[src/rtl/phase_trigger_pkg.sv]
package phase_trigger_pkg;
  // strobes from control to datapath
  typedef struct packed {
    logic reload;      // hold ramp at its start value
    logic clearAll;    // kill pulse timer
    logic startPulse;  // load pulse timer
  } strobe_t;
endpackage

[src/rtl/phase_trigger_ctrl.sv]
module phase_trigger_ctrl
  import phase_trigger_pkg::*;
#(
  parameter int SYNC_LEN = 3
) (
  input  logic    clk,
  input  logic    rstN,
  input  logic    linePosIn,
  input  logic    inhibit,
  input  logic    cmdHit,
  input  logic    pulseOn,
  output strobe_t strobes,
  output logic    zcEdge,
  output logic    gatePos,
  output logic    gateNeg
);
  localparam int SC_W = $clog2(SYNC_LEN + 1);

  logic polMeta, polSync, polPrev;
  logic [SC_W-1:0] syncCnt;
  logic syncWin, clearNow, memSet, fireMem, halfPos;

  always_ff @(posedge clk) begin
    if (!rstN) begin
      polMeta <= 1'b0;
      polSync <= 1'b0;
      polPrev <= 1'b0;
    end else begin
      polMeta <= linePosIn;
      polSync <= polMeta;
      polPrev <= polSync;
    end
  end

  assign zcEdge   = polSync ^ polPrev;
  assign syncWin  = zcEdge | (syncCnt != '0);
  assign clearNow = zcEdge | inhibit;
  assign memSet   = cmdHit & ~syncWin & ~fireMem & ~inhibit;

  always_ff @(posedge clk) begin
    if (!rstN) begin
      syncCnt <= '0;
    end else if (zcEdge) begin
      syncCnt <= SC_W'(SYNC_LEN - 1);
    end else if (syncCnt != '0) begin
      syncCnt <= syncCnt - SC_W'(1);
    end
  end

  // fire memory: clear wins over set; spent until the first crossing
  always_ff @(posedge clk) begin
    if (!rstN) begin
      fireMem <= 1'b1;
    end else if (clearNow) begin
      fireMem <= 1'b0;
    end else if (memSet) begin
      fireMem <= 1'b1;
    end
  end

  always_ff @(posedge clk) begin
    if (!rstN) begin
      halfPos <= 1'b0;
    end else if (zcEdge) begin
      halfPos <= polSync;
    end
  end

  always_comb begin
    strobes.reload     = syncWin;
    strobes.clearAll   = clearNow;
    strobes.startPulse = memSet;
  end

  assign gatePos = pulseOn &  halfPos & ~clearNow;
  assign gateNeg = pulseOn & ~halfPos & ~clearNow;
endmodule

[src/rtl/phase_trigger_dp.sv]
module phase_trigger_dp
  import phase_trigger_pkg::*;
#(
  parameter int RAMP_W     = 8,
  parameter int RAMP_START = 40,
  parameter int PULSE_LEN  = 6
) (
  input  logic              clk,
  input  logic              rstN,
  input  strobe_t           strobes,
  input  logic [RAMP_W-1:0] phaseCmd,
  output logic              cmdHit,
  output logic              pulseOn
);
  localparam int PW_W = $clog2(PULSE_LEN + 1);
  localparam logic [RAMP_W-1:0] START_V = RAMP_W'(RAMP_START);
  localparam logic [PW_W-1:0]   PULSE_V = PW_W'(PULSE_LEN);

  logic [RAMP_W-1:0] ramp, cmdEff;
  logic [PW_W-1:0]   pulseCnt;

  // front limit: clamp command to the ramp start
  assign cmdEff = (phaseCmd > START_V) ? START_V : phaseCmd;
  assign cmdHit = (ramp == cmdEff);

  always_ff @(posedge clk) begin
    if (!rstN) begin
      ramp <= '0;
    end else if (strobes.reload) begin
      ramp <= START_V;
    end else if (ramp != '0) begin
      ramp <= ramp - RAMP_W'(1);
    end
  end

  always_ff @(posedge clk) begin
    if (!rstN) begin
      pulseCnt <= '0;
    end else if (strobes.clearAll) begin
      pulseCnt <= '0;
    end else if (strobes.startPulse) begin
      pulseCnt <= PULSE_V;
    end else if (pulseCnt != '0) begin
      pulseCnt <= pulseCnt - PW_W'(1);
    end
  end

  assign pulseOn = (pulseCnt != '0);
endmodule

[src/rtl/phase_trigger.sv]
module phase_trigger
  import phase_trigger_pkg::*;
#(
  parameter int RAMP_W     = 8,
  parameter int RAMP_START = 40,
  parameter int SYNC_LEN   = 3,
  parameter int PULSE_LEN  = 6
) (
  input  logic              clk,
  input  logic              rstN,
  input  logic              linePos,
  input  logic [RAMP_W-1:0] phaseCmd,
  input  logic              inhibit,
  output logic              gatePos,
  output logic              gateNeg
);
  strobe_t strobes;
  logic cmdHit, pulseOn, zcEdge;

  phase_trigger_ctrl #(.SYNC_LEN(SYNC_LEN)) ctrl (
    .clk(clk), .rstN(rstN), .linePosIn(linePos), .inhibit(inhibit),
    .cmdHit(cmdHit), .pulseOn(pulseOn), .strobes(strobes),
    .zcEdge(zcEdge), .gatePos(gatePos), .gateNeg(gateNeg)
  );

  phase_trigger_dp #(
    .RAMP_W(RAMP_W), .RAMP_START(RAMP_START), .PULSE_LEN(PULSE_LEN)
  ) dp (
    .clk(clk), .rstN(rstN), .strobes(strobes), .phaseCmd(phaseCmd),
    .cmdHit(cmdHit), .pulseOn(pulseOn)
  );
endmodule

[config.mk]
export PLATFORM = sky130hd
export DESIGN_NAME = phase_trigger
export DESIGN_NICKNAME = d
export VERILOG_FILES = /design/src/rtl/phase_trigger_pkg.sv /design/src/rtl/phase_trigger_ctrl.sv /design/src/rtl/phase_trigger_dp.sv /design/src/rtl/phase_trigger.sv
export SDC_FILE = /design/constraint.sdc
export NUM_CORES = 1
export LEC_CHECK = 0
export BUFFER_PORTS_ARGS = -buffer_cell sky130_fd_sc_hd__buf_2
export CORE_AREA = 5 5 47 49
export DETAILED_ROUTE_END_ITERATION = 16
export DIE_AREA = 0 0 52 54
export PLACE_DENSITY = 0.87
export SLEW_MARGIN = 15
export SYNTH_ARGS = -nofsm -noshare
export SYNTH_HDL_FRONTEND = slang
export SYNTH_SLANG_ARGS = --single-unit
[constraint.sdc]
create_clock -name clk -period 3.01 [get_ports clk]
set_clock_uncertainty 0.15 [all_clocks]
set_input_delay 0.301 -clock clk [delete_from_list [all_inputs] [get_ports clk]]
set_output_delay 0.301 -clock clk [all_outputs]
set_load 0.02 [all_outputs]
# Yosys cells after proc, flatten, opt, wreduce, memory -nomap -nowiden
# Cells that the tools add are included.
[word_totals]
register_bits = 18
input_bits = 12
output_inout_bits = 2
word_cells = 52
[classes]
n_addsub = 3
magnitude_cmp = 1
n_eq_ne = 1
n_mux = 9
n_bitwise = 16
reduce_logical = 11
[ops]
columns = ["op", "count"]
rows = [
  ["6-bit two-way mux", 2],
  ["2-bit nonzero test", 5],
  ["8-bit == test", 1],
  ["8-bit by 6-bit greater-than comparator with 1-bit output, second input constant", 1],
  ["8-bit two-way mux", 1],
  ["8-bit nonzero test", 1],
  ["8-bit by 1-bit subtractor with 8-bit output, second input constant", 1],
  ["1-bit AND", 7],
  ["3-bit two-way mux", 2],
  ["1-bit NOT", 6],
  ["2-bit OR reduction", 3],
  ["2-bit two-way mux", 2],
  ["3-bit nonzero test", 1],
  ["3-bit OR reduction", 1],
  ["3-bit by 1-bit subtractor with 3-bit output, second input constant", 1],
  ["1-bit two-way mux", 2],
  ["1-bit OR", 2],
  ["2-bit by 1-bit subtractor with 2-bit output, second input constant", 1],
  ["1-bit bitwise XOR", 1],
]

# Longest topological paths before layout
[depth]
ltp_word = 8
ltp_mapped = 6
mapped_depth_nobuf = 6

# Hierarchy
# From an unflattened synthesis, not the netlist that was laid out.
[hier_totals]
cells_unflattened = 115
hier_area_um2 = 996.0
[modules_own_cells]
columns = ["mod", "n_inst", "cells_per_inst", "area_per_inst_um2", "seq_area_each_um2"]
rows = [
  ["phase_trigger_dp", 1, 85, 703.2, 220.2],
  ["phase_trigger_ctrl", 1, 30, 292.8, 140.1],
]

# Worst setup path before layout
# No wires, ideal clock.
[synth_timing]
path_kind = "register to output"
startpoint = "reg dp.pulseCnt[0]"
endpoint = "out gatePos"
t_arrival_ns = 1.530
required_ns = 2.559
path_slack_ns = 1.029
stages_incl_launch_ff = 5
n_path_buf = 0
path_cell_list = "dfxtp_1 -> or2_2 -> inv_1 -> ha_1 -> nor4b_1"
[synth_between]
elab_chain_cells = 3
[synth_lines]
columns = ["element", "line", "text"]
rows = [
  ["from (decl)", "phase_trigger_dp.sv:20", "logic [PW_W-1:0] pulseCnt;"],
  ["from (signal assigned)", "phase_trigger_dp.sv:44", "pulseCnt <= pulseCnt - PW_W'(1);"],
  ["3-bit nonzero test", "phase_trigger_dp.sv:48", "assign pulseOn = (pulseCnt != '0);"],
  ["1-bit AND (2 in series)", "phase_trigger_ctrl.sv:75", "assign gatePos = pulseOn & halfPos & ~clearNow;"],
  ["to (decl)", "phase_trigger.sv:14", "output logic gatePos,"],
]
# Every way passes these cells.

# Worst setup path in the final report
# Same ends and word-level chain as after synthesis.

==> results.cfg <==
[finish]
area_growth_pct = 12.35
final_cell_area_mm2 = 0.001070
drive_above_1_share_pct = 17.07
antenna_cells = 0
nets = 140

[setup_path]
cp_slowest_stage_delay_ns = 0.39
cp_slowest_cell = dfxtp_1
worstSetupStartpointType = flop
endpoint_kind = primary output
r2r_end = dp.pulseCnt[1]
reg2reg_from = dp.ramp[2]
path_class = reg2out
cp_max_fo = 6
reg2reg_depth = 5
path_buf_inv = 2
reg2reg_slack_ns = 1.10
crit_end = gatePos
cp.required_ns = 2.56
path_cells = or2_2 > inv_1 > ha_1 > nor4b_1 > buf_2
crit_arrival_ns = 1.66
crit_start = dp.pulseCnt[0]
cp.depth = 5
crit_family = simple AND/OR/NAND/NOR gates

[sta]
rsz0062_at_grt = false
report.final.slew_viol_count = 0
finalCriticalPeriod_ns = 2.110
setup_violations = 0
relSlewSlack_pct = 62.62
hold_viol = 0
final.setup.worst_slack_ns = 0.9005
final.setup.tns_ns = 0
worst_pin_slew_ns = 0.5588
fin_crit_sh_pct = 70.08
max_clock_freq_mhz = 474.0

[run]
drv_cap = 0

[yosys]
syn_avg_cell_area_um2 = 8.816
synth_edf_count = 0
synthTopCellsByArea = dfxtp_1, nor2_1, xnor2_1
syn_area_um2 = 952.2
synth_cells = 108
yosys_warnings = 0
yosysSeqAreaShare_pct = 37.84
ys.flop_type = dfxtp_1
yosys.area.top_type_share_pct = 37.84
synth_seq_cells = 18
synth_nets = 123
synthArstFlopShare_pct = 0
synth_cell_types = 41
synth_area_leader_cell = dfxtp_1

[routing]
dr.pass1.iters = 4
viasPerCell = 5.620
antenna_left = 0
drtIter0Drc = 17
drt-total-wl_mm = 1.943
vias = 843
wl_per_cell_um = 12.95
post-route-drc-count = 0

[global_routing]
grt_max_degree = 12
grt_pass1_wl_mm = 3.339
grt_pass1_vias = 817
grt.overflow.total = 0
antenna_found_initial = 0
grtUsageTotal_pct = 16.38

[clock_network]
cts_num_sinks = 18
clk_path_buf_depth = 2
cts-buffers-inserted = 3
h-tree-depth = 1
clk_pin_slew_ns = 0.09
post_cts_buffers = 0
cts_resized = 0
cts-hold-fix-buffers = 0
clk_latency_ns = 0.29
cts_tree = done
root_buffer = clkbuf_4

[placement]
place_hpwl_mm = 1.485
dpl_cell_area_mm2 = 0.001047
place_congestion = 0.8413
port_buffers = 13
dp_slack_ns = 1.015

[floorplanning]
num_rows = 16
die_w_um = 52
fp.dieArea_mm2 = 0.002808
initial_core_util_pct = 52.27
io_pins = 14
core_area_mm2 = 0.001822
die_y_um = 54

[outcome]
status = completed

[power]
power.leakage_nw = 0.4286
p_total_uw = 838.9
p_per_area_mw_per_mm2 = 784.2
ir_drop_uv = 481.9

[worst_hold_path]
hold_path_class = in2reg
-- report_power, final --
group          switching (mW)  internal, mW
logic                   0.192         0.171
clock network          0.0683        0.0466
registers              0.0676         0.294
-- registers in the layout, summed over array words and instances, names as in the netlist --
name and cells:
ctrl.halfPos 1, ctrl.fireMem 1, ctrl.polPrev 1, dp.ramp 8
ctrl.polSync 1, ctrl.polMeta 1, ctrl.syncCnt 2, dp.pulseCnt 3
-- metrics by stage --
step	std cells	hold WS, ns	util (%)
6_report	150	0.07096	58.72
3_5_place_dp	147	0.2745	57.49
4_1_cts	150	0.06259	58.72
2_1_floorplan	108	0.2619	-
5_1_grt	150	0.08271	58.72
3_3_place_gp	147	0.2632	57.49
-- worst reg2reg max path, stage by stage, from the launching register on --
cell and delay, ns:
dfxtp_1 0.45, and2b_1 0.21, o31ai_1 0.18, o211ai_1 0.13, or4_4 0.55, a31oi_1 0.17
-- cells in the mapped netlist (all sizes together) (3+ instances only) --
cell type  instances
nand3b             3
ha                 3
nor3               7
a21oi              3
xnor2              5
dfxtp             18
xor2               4
inv                6
and2               4
nand2              6
nor2b              4
nor2              12
-- layout make-up --
cell class,count,area (um2)
well taps,27,33.78
repair buffers,13,65.06
multi-input cells,83,565.5
fillers,155,752.0
flip-flops and latches,18,360.3
clock buffers,3,22.52
inverters,6,22.52
-- cell families after synthesis --
group,synth area share (%)
buffers and inverters,2.759
AND/OR/NAND/NOR,31.01
multiplexers,1.051
XOR/XNOR,8.278
adder cells (fa/ha/maj),4.994
flip-flops,37.85
AO/OA/AOI/OAI,14.06
-- worst min-delay path by stage --
stage / start / endpoint / slack [ns] / cells past startpoint
final: linePos / ctrl.polMeta / 0.07 / 2
after global routing: linePos / ctrl.polMeta / 0.08 / 2
after CTS: linePos / ctrl.polMeta / 0.06 / 2
after detailed placement: ctrl.polMeta / ctrl.polSync / 0.27 / 1
after global placement: ctrl.polMeta / ctrl.polSync / 0.26 / 1
after floorplan: ctrl.polMeta / ctrl.polSync / 0.26 / 1
-- metal layers --
layer,wire (um),up-vias,GRT usage [%]
met5,0,-,0
met4,78,0,11.79
met3,61,9,3.324
met2,941,19,28.45
met1,861,394,17.70
li1,-,421,-
-- placed cells by master, fill, tap and decap left out, types with 2 or more instances in the layout --
cell / Yosys / final
dfxtp_1: 18 / 18
buf_2: 0 / 13
nor2_1: 12 / 12
inv_1: 6 / 6
nor3_1: 6 / 6
nand2_1: 6 / 6
xnor2_1: 5 / 5
xor2_1: 4 / 4
nor2b_1: 4 / 4
and2_1: 4 / 4
nand3b_1: 3 / 3
a21oi_1: 3 / 3
ha_1: 3 / 3
clkbuf_4: 0 / 3
a21boi_0: 2 / 2
o21ai_0: 2 / 2
o211ai_1: 2 / 2
nand3_1: 2 / 2
and3_1: 2 / 2
(Power assumes the default switching activity.)
